==> src/rtl/line_loc_pkg.sv <==
package line_loc_pkg;
   typedef enum logic [1:0] {
      RT_NEAR    = 2'b00,
      RT_HOMEPTR = 2'b01,
      RT_HOMEL2  = 2'b10,
      RT_MEMORY  = 2'b11
   } route_kind_t;

   typedef enum logic [1:0] {
      ST_IDLE,
      ST_NEAR_WAIT,
      ST_HOME_WAIT,
      ST_PLACE_WAIT
   } seq_state_t;
endpackage

==> src/rtl/loc_home_sel.sv <==
module loc_home_sel #(
   parameter int TILE_W = 4,
   parameter int FOLD   = 0,
   localparam int SEL_W = (FOLD != 0) ? 2 * TILE_W : TILE_W
) (
   input  logic [SEL_W-1:0]  field,
   output logic [TILE_W-1:0] home
);
   generate
      if (FOLD == 0) begin : g_direct
         assign home = field;
      end else begin : g_fold
         assign home = field[TILE_W-1:0] ^ field[SEL_W-1:TILE_W];
      end
   endgenerate
endmodule

==> src/rtl/loc_seq.sv <==
module loc_seq
   import line_loc_pkg::*;
#(
   parameter int TILE_W = 4
) (
   input  logic              clk,
   input  logic              rst_n,
   input  logic              req_valid,
   input  logic [TILE_W-1:0] home_tile,
   input  logic              near_rsp_valid,
   input  logic              near_rsp_hit,
   input  logic [TILE_W-1:0] near_rsp_host,
   input  logic              home_rsp_valid,
   input  logic              home_rsp_ptr_hit,
   input  logic [TILE_W-1:0] home_rsp_ptr_host,
   input  logic              home_rsp_l2_hit,
   input  logic              place_rsp_valid,
   input  logic [TILE_W-1:0] place_rsp_tile,
   output logic              accept,
   output logic              busy,
   output logic              probe_near,
   output logic              probe_home,
   output logic              probe_place,
   output logic              dec_valid,
   output route_kind_t       dec_kind,
   output logic [TILE_W-1:0] dec_tile,
   output logic              dec_put,
   output logic              dec_new
);
   seq_state_t state, nxt;
   logic       go_home, go_place;

   assign accept = (state == ST_IDLE) && req_valid;
   assign busy   = (state != ST_IDLE);

   always_comb begin
      nxt       = state;
      dec_valid = 1'b0;
      dec_kind  = RT_NEAR;
      dec_tile  = '0;
      dec_put   = 1'b0;
      dec_new   = 1'b0;
      go_home   = 1'b0;
      go_place  = 1'b0;
      unique case (state)
         ST_IDLE: begin
            if (req_valid) nxt = ST_NEAR_WAIT;
         end
         ST_NEAR_WAIT: begin
            if (near_rsp_valid) begin
               if (near_rsp_hit) begin
                  dec_valid = 1'b1;
                  dec_kind  = RT_NEAR;
                  dec_tile  = near_rsp_host;
                  nxt       = ST_IDLE;
               end else begin
                  go_home = 1'b1;
                  nxt     = ST_HOME_WAIT;
               end
            end
         end
         ST_HOME_WAIT: begin
            if (home_rsp_valid) begin
               if (home_rsp_ptr_hit) begin
                  dec_valid = 1'b1;
                  dec_kind  = RT_HOMEPTR;
                  dec_tile  = home_rsp_ptr_host;
                  dec_put   = 1'b1;
                  nxt       = ST_IDLE;
               end else if (home_rsp_l2_hit) begin
                  dec_valid = 1'b1;
                  dec_kind  = RT_HOMEL2;
                  dec_tile  = home_tile;
                  nxt       = ST_IDLE;
               end else begin
                  go_place = 1'b1;
                  nxt      = ST_PLACE_WAIT;
               end
            end
         end
         ST_PLACE_WAIT: begin
            if (place_rsp_valid) begin
               dec_valid = 1'b1;
               dec_kind  = RT_MEMORY;
               dec_tile  = place_rsp_tile;
               dec_put   = (place_rsp_tile != home_tile);
               dec_new   = (place_rsp_tile != home_tile);
               nxt       = ST_IDLE;
            end
         end
         default: nxt = ST_IDLE;
      endcase
   end

   always_ff @(posedge clk) begin
      if (!rst_n) begin
         state       <= ST_IDLE;
         probe_near  <= 1'b0;
         probe_home  <= 1'b0;
         probe_place <= 1'b0;
      end else begin
         state       <= nxt;
         probe_near  <= accept;
         probe_home  <= go_home;
         probe_place <= go_place;
      end
   end

   AST_ONE_PROBE: assert property (@(posedge clk) disable iff (!rst_n)
      $onehot0({probe_near, probe_home, probe_place}));
   AST_NEAR_FIRST: assert property (@(posedge clk) disable iff (!rst_n)
      $rose(busy) |-> probe_near);
   AST_PROBE_WHILE_BUSY: assert property (@(posedge clk) disable iff (!rst_n)
      (probe_near || probe_home || probe_place) |-> busy);
   AST_NO_HOME_FROM_IDLE: assert property (@(posedge clk) disable iff (!rst_n)
      !busy |=> !probe_home && !probe_place);
endmodule

==> src/rtl/loc_cmd.sv <==
module loc_cmd
   import line_loc_pkg::*;
#(
   parameter int TILES  = 16,
   parameter int ADDR_W = 32,
   localparam int TILE_W = $clog2(TILES)
) (
   input  logic              clk,
   input  logic              rst_n,
   input  logic              accept,
   input  logic [ADDR_W-1:0] req_addr,
   input  logic [TILE_W-1:0] req_src,
   input  logic [TILE_W-1:0] home_tile,
   input  logic              dec_valid,
   input  route_kind_t       dec_kind,
   input  logic [TILE_W-1:0] dec_tile,
   input  logic              dec_put,
   input  logic              dec_new,
   output logic [ADDR_W-1:0] cur_addr,
   output logic              route_valid,
   output logic [1:0]        route_kind,
   output logic [TILE_W-1:0] route_tile,
   output logic              near_put_valid,
   output logic [TILE_W-1:0] near_put_host,
   output logic              auth_upd_valid,
   output logic              auth_upd_new,
   output logic [TILE_W-1:0] auth_upd_host,
   output logic [TILES-1:0]  auth_upd_mask
);
   logic [TILE_W-1:0] cur_src;

   always_ff @(posedge clk) begin
      if (!rst_n) begin
         cur_addr       <= '0;
         cur_src        <= '0;
         route_valid    <= 1'b0;
         route_kind     <= 2'b00;
         route_tile     <= '0;
         near_put_valid <= 1'b0;
         near_put_host  <= '0;
         auth_upd_valid <= 1'b0;
         auth_upd_new   <= 1'b0;
         auth_upd_host  <= '0;
      end else begin
         if (accept) begin
            cur_addr <= req_addr;
            cur_src  <= req_src;
         end
         route_valid    <= dec_valid;
         route_kind     <= dec_kind;
         route_tile     <= dec_tile;
         near_put_valid <= dec_valid && dec_put;
         near_put_host  <= dec_tile;
         auth_upd_valid <= dec_valid && dec_put;
         auth_upd_new   <= dec_new;
         auth_upd_host  <= dec_tile;
      end
   end

   generate
      for (genvar i = 0; i < TILES; i++) begin : g_mask
         assign auth_upd_mask[i] = (cur_src == TILE_W'(i));
      end
   endgenerate

   AST_PUT_WITH_ROUTE: assert property (@(posedge clk) disable iff (!rst_n)
      (near_put_valid || auth_upd_valid) |-> route_valid);
   AST_ROUTE_PULSE: assert property (@(posedge clk) disable iff (!rst_n)
      route_valid |=> !route_valid);
   AST_NEAR_HIT_QUIET: assert property (@(posedge clk) disable iff (!rst_n)
      (route_valid && route_kind == 2'b00) |-> !near_put_valid && !auth_upd_valid);
   AST_L2_AT_HOME: assert property (@(posedge clk) disable iff (!rst_n)
      (route_valid && route_kind == 2'b10) |-> (route_tile == home_tile) && !near_put_valid);
   AST_NEW_NOT_HOME: assert property (@(posedge clk) disable iff (!rst_n)
      (auth_upd_valid && auth_upd_new) |-> (auth_upd_host != home_tile));
endmodule

==> src/rtl/line_locator.sv <==
module line_locator
   import line_loc_pkg::*;
#(
   parameter int TILES     = 16,
   parameter int ADDR_W    = 32,
   parameter int OFFSET_W  = 6,
   parameter int HOME_FOLD = 0,
   localparam int TILE_W   = $clog2(TILES),
   localparam int SEL_W    = (HOME_FOLD != 0) ? 2 * TILE_W : TILE_W
) (
   input  logic              clk,
   input  logic              rst_n,
   input  logic              req_valid,
   input  logic [ADDR_W-1:0] req_addr,
   input  logic [TILE_W-1:0] req_src,
   output logic              busy,
   output logic              near_look_valid,
   output logic [ADDR_W-1:0] near_look_addr,
   input  logic              near_rsp_valid,
   input  logic              near_rsp_hit,
   input  logic [TILE_W-1:0] near_rsp_host,
   output logic              home_look_valid,
   output logic [TILE_W-1:0] home_look_tile,
   output logic [ADDR_W-1:0] home_look_addr,
   input  logic              home_rsp_valid,
   input  logic              home_rsp_ptr_hit,
   input  logic [TILE_W-1:0] home_rsp_ptr_host,
   input  logic              home_rsp_l2_hit,
   output logic              place_req_valid,
   input  logic              place_rsp_valid,
   input  logic [TILE_W-1:0] place_rsp_tile,
   output logic              route_valid,
   output logic [1:0]        route_kind,
   output logic [TILE_W-1:0] route_tile,
   output logic              near_put_valid,
   output logic [ADDR_W-1:0] near_put_addr,
   output logic [TILE_W-1:0] near_put_host,
   output logic              auth_upd_valid,
   output logic              auth_upd_new,
   output logic [TILE_W-1:0] auth_upd_tile,
   output logic [TILE_W-1:0] auth_upd_host,
   output logic [TILES-1:0]  auth_upd_mask
);
   if (TILES < 2 || (TILES & (TILES - 1)) != 0) begin : g_bad_tiles
      $error("line_locator: TILES must be a power of two of at least 2");
   end
   if (OFFSET_W + SEL_W > ADDR_W) begin : g_bad_addr
      $error("line_locator: address too narrow for the home field");
   end

   logic [ADDR_W-1:0] cur_addr;
   logic [TILE_W-1:0] home_tile;
   logic              accept, dec_valid, dec_put, dec_new;
   route_kind_t       dec_kind;
   logic [TILE_W-1:0] dec_tile;

   loc_home_sel #(.TILE_W(TILE_W), .FOLD(HOME_FOLD)) u_home (
      .field (cur_addr[OFFSET_W +: SEL_W]),
      .home  (home_tile)
   );

   loc_seq #(.TILE_W(TILE_W)) u_seq (
      .clk               (clk),
      .rst_n             (rst_n),
      .req_valid         (req_valid),
      .home_tile         (home_tile),
      .near_rsp_valid    (near_rsp_valid),
      .near_rsp_hit      (near_rsp_hit),
      .near_rsp_host     (near_rsp_host),
      .home_rsp_valid    (home_rsp_valid),
      .home_rsp_ptr_hit  (home_rsp_ptr_hit),
      .home_rsp_ptr_host (home_rsp_ptr_host),
      .home_rsp_l2_hit   (home_rsp_l2_hit),
      .place_rsp_valid   (place_rsp_valid),
      .place_rsp_tile    (place_rsp_tile),
      .accept            (accept),
      .busy              (busy),
      .probe_near        (near_look_valid),
      .probe_home        (home_look_valid),
      .probe_place       (place_req_valid),
      .dec_valid         (dec_valid),
      .dec_kind          (dec_kind),
      .dec_tile          (dec_tile),
      .dec_put           (dec_put),
      .dec_new           (dec_new)
   );

   loc_cmd #(.TILES(TILES), .ADDR_W(ADDR_W)) u_cmd (
      .clk            (clk),
      .rst_n          (rst_n),
      .accept         (accept),
      .req_addr       (req_addr),
      .req_src        (req_src),
      .home_tile      (home_tile),
      .dec_valid      (dec_valid),
      .dec_kind       (dec_kind),
      .dec_tile       (dec_tile),
      .dec_put        (dec_put),
      .dec_new        (dec_new),
      .cur_addr       (cur_addr),
      .route_valid    (route_valid),
      .route_kind     (route_kind),
      .route_tile     (route_tile),
      .near_put_valid (near_put_valid),
      .near_put_host  (near_put_host),
      .auth_upd_valid (auth_upd_valid),
      .auth_upd_new   (auth_upd_new),
      .auth_upd_host  (auth_upd_host),
      .auth_upd_mask  (auth_upd_mask)
   );

   assign near_look_addr = cur_addr;
   assign home_look_addr = cur_addr;
   assign home_look_tile = home_tile;
   assign near_put_addr  = cur_addr;
   assign auth_upd_tile  = home_tile;

   AST_DECIDE_ENDS_BUSY: assert property (@(posedge clk) disable iff (!rst_n)
      route_valid |-> !busy);
   AST_PLACE_ONLY_AFTER_HOME: assert property (@(posedge clk) disable iff (!rst_n)
      place_req_valid |-> $past(home_rsp_valid) && !$past(home_rsp_ptr_hit));
endmodule

==> config.mk <==
export PLATFORM = sky130hd
export DESIGN_NAME = line_locator
export DESIGN_NICKNAME = d
export VERILOG_FILES = /design/src/rtl/line_loc_pkg.sv /design/src/rtl/loc_home_sel.sv /design/src/rtl/loc_seq.sv /design/src/rtl/loc_cmd.sv /design/src/rtl/line_locator.sv
export SDC_FILE = /design/constraint.sdc
export NUM_CORES = 1
export LEC_CHECK = 0
export CAP_MARGIN = 5
export CORE_UTILIZATION = 32
export CTS_CLUSTER_DIAMETER = 40
export CTS_CLUSTER_SIZE = 20
export DETAILED_ROUTE_END_ITERATION = 10
export GPL_TIMING_DRIVEN = 0
export PLACE_DENSITY = 0.82
export SYNTH_ARGS = -nofsm -noshare
export SYNTH_HDL_FRONTEND = slang
export SYNTH_SLANG_ARGS = --single-unit
==> constraint.sdc <==
create_clock -name clk -period 1.4 [get_ports clk]
set_input_delay 0.28 -clock clk [delete_from_list [all_inputs] [get_ports clk]]
set_output_delay 0.28 -clock clk [all_outputs]
set_load 0.005 [all_outputs]
==> results of run 1 <==
-- registers in the layout (all words and copies together), names as in the netlist --
signal	count
u_cmd.route_kind	2
u_seq.probe_home	1
u_seq.probe_place	1
u_cmd.route_valid	1
u_cmd.near_put_valid	1
u_cmd.near_put_host	4
u_cmd.cur_src	4
u_cmd.cur_addr	32
u_seq.probe_near	1
u_cmd.auth_upd_new	1
u_seq.state	2
-- cells in the mapped netlist (all sizes together) (3+ instances only) --
master / number
nor3: 7
nand2b: 4
a21boi: 38
nand2: 83
a22oi: 5
clkbuf: 5
nand4: 3
o21ai: 3
a21oi: 3
dfxtp: 50
nor2: 11
xor2: 4
buf: 92
nand3: 4
-- metal layers --
metal	global-route usage	vias to the layer above	wire length, um
met5	0	-	0
met4	0.0522	0	245
met3	0.0423	21	729
met2	0.418	139	5810
met1	0.235	1558	4100
li1	-	1576	-
-- how the worst min path moves through the flow --
stage                    endpoint  slack [ns]  depth (start not counted)
2_1_floorplan   u_cmd.cur_addr[0]        0.41                          2
3_3_place_gp   u_cmd.cur_addr[30]        0.47                          2
3_5_place_dp   u_cmd.cur_addr[29]        0.48                          2
4_1_cts        u_cmd.cur_addr[12]        0.47                          2
5_1_grt        u_cmd.cur_addr[19]        0.50                          2
6_report       u_cmd.cur_addr[19]        0.48                          2
-- timing repair --
item / CTS / global route
setup endpoints to repair: 175 / 56
gates cloned: 2 / 5
buffers inserted: 53 / 6
pin swaps: 6 / 75
resized for setup: 312 / 124
-- stage by stage --
stage	power (uW)	hold WS, ns	std cells
global placement	3840	0.475	642
global route	6170	0.497	714
finish	5850	0.480	714
detailed placement	3900	0.482	642
floorplan	2740	0.415	339
CTS	5330	0.470	705
-- final cells by class --
cell class	instances	area [um^2]
plain buffers	96	768
clock buffers	6	82.6
repair buffers	263	2340
inverters	1	3.75
fillers	678	2390
flip-flops and latches	50	1080
clock inverters	2	60.1
multi-input cells	191	1480
well taps	105	131
-- tightest hold or removal path, stage by stage, from the launching register on --
cell	delay [ns]
dfxtp_2	0.35
nand2_2	0.07
a21boi_2	0.04
-- power breakdown --
group	total, uW	internal, uW	switching (uW)
sequential	1760	1600	155
clock	1240	762	477
combinational	2850	1730	1130
-- kinds of logic (layout without fill, tap and decap cells) --
kind of cell           Yosys count  after routing
AO/OA/AOI/OAI                   55             55
XOR/XNOR                         4              4
buffers and inverters           98            368
flip-flops                      50             50
multiplexers                     2              2
AND/OR/NAND/NOR                130            130
==> flow_summary_export.csv, run 1 <==
group,metric,value,unit
run_status,status,"complete, but fails checks",
run_status,violations,"negative setup slack",
floorplanning,ios,199,
power,power.density,984,nW/um^2
synth,async_reset_ff_frac,0,
detailed_routing,ant_nets,0,
synth,synth_nets,396,
timing,max_freq,0.648,GHz
power,leakage,0.00313,uW
setup_path,cp.arrival,1.26,ns
floorplanning,num_rows,33,
setup_path,cp_slowest_stage_delay,0.37,ns
global_routing,grt_max_degree,16,
final_layout,drive_above_1_share,0.575,
setup_path,cp-start-kind,"register",
synth,synth_mux_area_frac,0.0134,
timing,rsz0062_at_grt,"true",
timing,layout_worst_path_cycle_share,1.10,
timing,fin_setup_tns,-1.33,ns
final_layout,final_cell_mix,"buf_4 (156), dlygate4sd2_1 (89), clkdlybuf4s50_1 (55)",
clock_tree,cts_tree,"built",
global_routing,grt-ovfl-total,0,
timing,finClkSkew,0.00697,ns
setup_path,r2r_slack,-0.04,ns
synth,ys_warn_count,0,
final_layout,utilization,0.713,
floorplanning,core-area,8340,um^2
floorplanning,initial_core_util,0.336,
placed_design,port_buffers,198,
min_path,hold_start,"u_cmd.cur_addr[19]",
setup_path,timing.rr.end,"u_cmd.cur_addr[11]",
detailed_routing,drt_pass1_iterations,4,
setup_path,path_max_fanout,3,
setup_path,reg2regPathDepth,7,
clock_tree,insertion_delay,0.30,ns
timing,slew_headroom,0.739,
synth,synth_top_area_cell,"dfxtp_1",
timing,hold_viol_final,0,
synth,yosys.area_share.simple,0.214,
detailed_routing,routed_via_density,4.61,
job,max-cap-violations,0,
setup_path,timing.rr.start,"u_seq.state[1]",
setup_path,cp-startpoint,"u_cmd.cur_src[1]",
setup_path,crit_buf_inv,3,
synth,synth_xor_area_frac,0.0125,
clock_tree,clock_path_buffers,2,
placed_design,routabilityCongestion,0.819,
synth,yosys.area_share.adder,0,
clock_tree,path_clk_slew,0.09,ns
synth,synth_top_family_by_area,"buffers and inverters",
power,ir_drop,0.531,mV
final_layout,syn_to_final_growth,112,%
detailed_routing,vias,3294,
synth,synth.area.top_cells,"dfxtp_1 (36%), buf_4 (22%), nand2_1 (11%)",
detailed_routing,wl,10.9,mm
placed_design,preCtsSetupSlack,-0.438,ns
floorplanning,die_w,95.6,um
placed_design,placed_area,4920,um^2
global_routing,grt_pass1_wl,15.2,mm
final_layout,fin_area,5950,um^2
timing,min_period,1.54,ns
setup_path,crit_type,"reg2out",
setup_path,critPathRequiredTime,1.12,ns
clock_tree,cts_sinks,50,
synth,synth.distinct_cells,37,
final_layout,diodes,0,
setup_path,crit_path_end,"auth_upd_mask[8]",
clock_tree,cts-root-buf,"clkbuf_8",
detailed_routing,routedWlPerCell,15.2,um
placed_design,place_hpwl,7.04,mm
setup_path,worst_setup_path_end_kind,"primary output",
synth,synth_edf_count,0,
synth,synth_area,2800,um^2
synth,synth_top_flop_cell,"dfxtp_1",
min_path,hp-class,"reg2reg",
global_routing,grt_pass1_vias,3112,
timing,fin_ws,-0.143,ns
synth,syn_inst,339,
setup_path,cp_top_family,"buffers and inverters",
floorplanning,die_area,9140,um^2
timing,worst_slew_pin_slew,0.392,ns
synth,synth-compound-area-share,0.141,
global_routing,antenna_found_initial,0,
setup_path,crit_top_cell,"buf_6",
final_layout,final_common_cell,"buf_4",
floorplanning,die_h,95.6,um
clock_tree,cts_inserted_buffers,5,
global_routing,track_usage,0.215,
detailed_routing,drc_errors,0,
setup_path,slowest_stage,"dfxtp_4",
clock_tree,cts_hold_buf,0,
synth,ys_seq_elements,50,
timing,setup_violations,42,
synth,netlist.area_leader.share,0.357,
setup_path,crit_chain,"buf_6 > buf_6 > nor3_4 > buf_2",
detailed_routing,drt_iter0_markers,49,
timing,slew_violations,0,
synth,yosysSeqAreaShare,0.357,
final_layout,final_net_count,665,
setup_path,cp_num_cells,4,
synth,avgSynthCellArea,8.27,um^2
clock_tree,cts.htree.levels,2,
No activity file was read; power rests on OpenSTA's default activity.
==> inputs of run 2 (changes only) <==
--- a/config.mk
+++ b/config.mk
@@ -5,13 +5,14 @@
 export SDC_FILE = /design/constraint.sdc
 export NUM_CORES = 1
 export LEC_CHECK = 0
+export ABC_CLOCK_PERIOD_IN_PS = 1760
 export CAP_MARGIN = 5
-export CORE_UTILIZATION = 32
+export CORE_UTILIZATION = 35
 export CTS_CLUSTER_DIAMETER = 40
 export CTS_CLUSTER_SIZE = 20
 export DETAILED_ROUTE_END_ITERATION = 10
 export GPL_TIMING_DRIVEN = 0
-export PLACE_DENSITY = 0.82
+export PLACE_DENSITY = 0.85
 export SYNTH_ARGS = -nofsm -noshare
 export SYNTH_HDL_FRONTEND = slang
 export SYNTH_SLANG_ARGS = --single-unit
==> constraint.sdc (replaced) <==
create_clock -name clk -period 1.76 [get_ports clk]
set_input_delay 0.352 -clock clk [delete_from_list [all_inputs] [get_ports clk]]
set_output_delay 0.352 -clock clk [all_outputs]
set_load 0.005 [all_outputs]
==> flow_summary_export.csv, run 2 (same netlist as run 1, synthesis figures left out) <==
group,metric,value,unit
run_status,status,"finished, final reports clean",
power,power.density,744,nW/um^2
floorplanning,ios,199,
floorplanning,num_rows,32,
detailed_routing,wl,8.95,mm
final_layout,reg_top3,"u_cmd.cur_addr (32), u_cmd.cur_src (4), u_cmd.near_put_host (4)",
placed_design,port_buffers,198,
global_routing,grt-ovfl-total,0,
setup_path,crit_chain,"buf_6 > or2_2 > dlygate4sd2_1",
setup_path,cp-start-kind,"register",
setup_path,crit_buf_inv,2,
power,power,3780,uW
timing,slew_violations,0,
timing,fin_ws,0.0358,ns
floorplanning,die_h,91.5,um
detailed_routing,drt_pass1_iterations,5,
clock_tree,cts_inserted_buffers,5,
min_path,hp-class,"reg2reg",
timing,setup_violations,0,
timing,min_period,1.72,ns
placed_design,placed_area,4910,um^2
final_layout,largest_register_ffs,32,
timing,slew_headroom,0.630,
clock_tree,cts-root-buf,"clkbuf_8",
floorplanning,die_w,91.5,um
timing,max_freq,0.580,GHz
placed_design,routabilityCongestion,0.825,
timing,rsz0062_at_grt,"false",
floorplanning,initial_core_util,0.363,
clock_tree,path_clk_slew,0.08,ns
detailed_routing,ant_nets,0,
global_routing,antenna_found_initial,0,
clock_tree,clock_path_buffers,2,
floorplanning,die_area,8370,um^2
detailed_routing,vias,2979,
final_layout,final_cell_mix,"clkdlybuf4s50_1 (181), buf_4 (86), nand2_1 (82)",
final_layout,final_net_count,605,
setup_path,critPathRequiredTime,1.41,ns
setup_path,worst_setup_path_end_kind,"primary output",
timing,worst_slew_pin_slew,0.554,ns
clock_tree,cts.htree.levels,2,
clock_tree,cts_tree,"built",
setup_path,crit_type,"reg2out",
setup_path,cp.arrival,1.37,ns
detailed_routing,drc_errors,0,
final_layout,drive_above_1_share,0.222,
power,ir_drop,0.422,mV
final_layout,diodes,0,
job,max-cap-violations,0,
setup_path,cp_slowest_stage_delay,0.37,ns
detailed_routing,drt_iter0_markers,112,
global_routing,track_usage,0.210,
detailed_routing,routed_via_density,4.58,
clock_tree,cts_hold_buf,0,
timing,layout_worst_path_cycle_share,0.980,
timing,hold_viol_final,0,
clock_tree,cts_sinks,50,
setup_path,path_max_fanout,10,
placed_design,preCtsSetupSlack,-0.170,ns
detailed_routing,routedWlPerCell,13.7,um
timing,finClkSkew,0.00191,ns
final_layout,top_register,"u_cmd.cur_addr",
final_layout,fin_area,5080,um^2
setup_path,cp_top_family,"buffers and inverters",
global_routing,grt_pass1_vias,2968,
global_routing,grt_pass1_wl,14.0,mm
placed_design,place_hpwl,7.07,mm
final_layout,num-fill-cells,637,
setup_path,slowest_stage,"dfxtp_4",
timing,fin_setup_tns,0,ns
global_routing,grt_max_degree,15,
final_layout,syn_to_final_growth,81.3,%
floorplanning,core-area,7730,um^2
final_layout,final_common_cell,"clkdlybuf4s50_1",
power,leakage,0.00213,uW
clock_tree,insertion_delay,0.29,ns
run 2: cell types whose count changed in the layout (fill, tap and decap cells not counted), moves of 14 or more:
cell / before / now
clkdlybuf4s50_1: 55 / 181
dlygate4sd2_1: 89 / 17
buf_4: 156 / 86
nand2_1: 31 / 82
nand2_2: 35 / 1
dfxtp_1: 8 / 41
dfxtp_2: 33 / 1
nand2_4: 16 / 0
buf_2: 17 / 2
buf_6: 22 / 8
run 2: routing by layer:
layer,up-vias,part of all wire,track usage
met5,-,0,0
met4,0,0.019,0.0701
met3,14,0.056,0.0352
met2,122,0.54,0.412
met1,1393,0.39,0.222
li1,1450,-,-
run 2: cell type report:
class / count / area [um^2] / area share
buffer: 97 / 736 / 0.145
clock buffer: 7 / 86.3 / 0.0170
clock inverter: 1 / 5.00 / 0.000985
inverter: 1 / 3.75 / 0.000739
multi-input combinational: 191 / 1100 / 0.216
sequential: 50 / 1030 / 0.203
tap: 102 / 128 / 0.0251
timing repair buffer: 202 / 1990 / 0.392
run 2: report_power, final:
group	internal, uW	switching, uW	leakage, uW
Combinational	1110	582	0.00167
Clock	318	354	0.0000482
Sequential	1260	155	0.000415
Total	2690	1090	0.00213
run 2: worst paths after layout:
| kind | start | end | slack, ns | cells after the start |
|---|---|---|---|---|
| min | u_cmd.cur_addr[30] | u_cmd.cur_addr[30] | 0.49 | 2 |
| max reg2reg | u_seq.state[1] | u_cmd.cur_src[3] | 0.28 | 5 |
| min reg2reg | u_cmd.cur_addr[30] | u_cmd.cur_addr[30] | 0.49 | 2 |
| max | u_seq.state[1] | busy | 0.04 | 3 |
run 2: repair_timing:
action,4_1_cts,5_1_grt
gates resized for setup,38,4
buffers inserted,2,2
endpoints found under the setup margin,36,8
run 2: tightest hold or removal path, cell delays in order (launching register included):
cell and delay (ns):
dfxtp_1 0.34, nand2_1 0.06, a21boi_1 0.05
run 2: through the flow:
stage	hold slack, ns	cells	utilization
detailed placement	0.483	639	0.636
global placement	0.474	639	0.636
floorplan	0.477	339	-
CTS	0.496	649	0.655
finish	0.492	651	0.658
global route	0.505	651	0.658
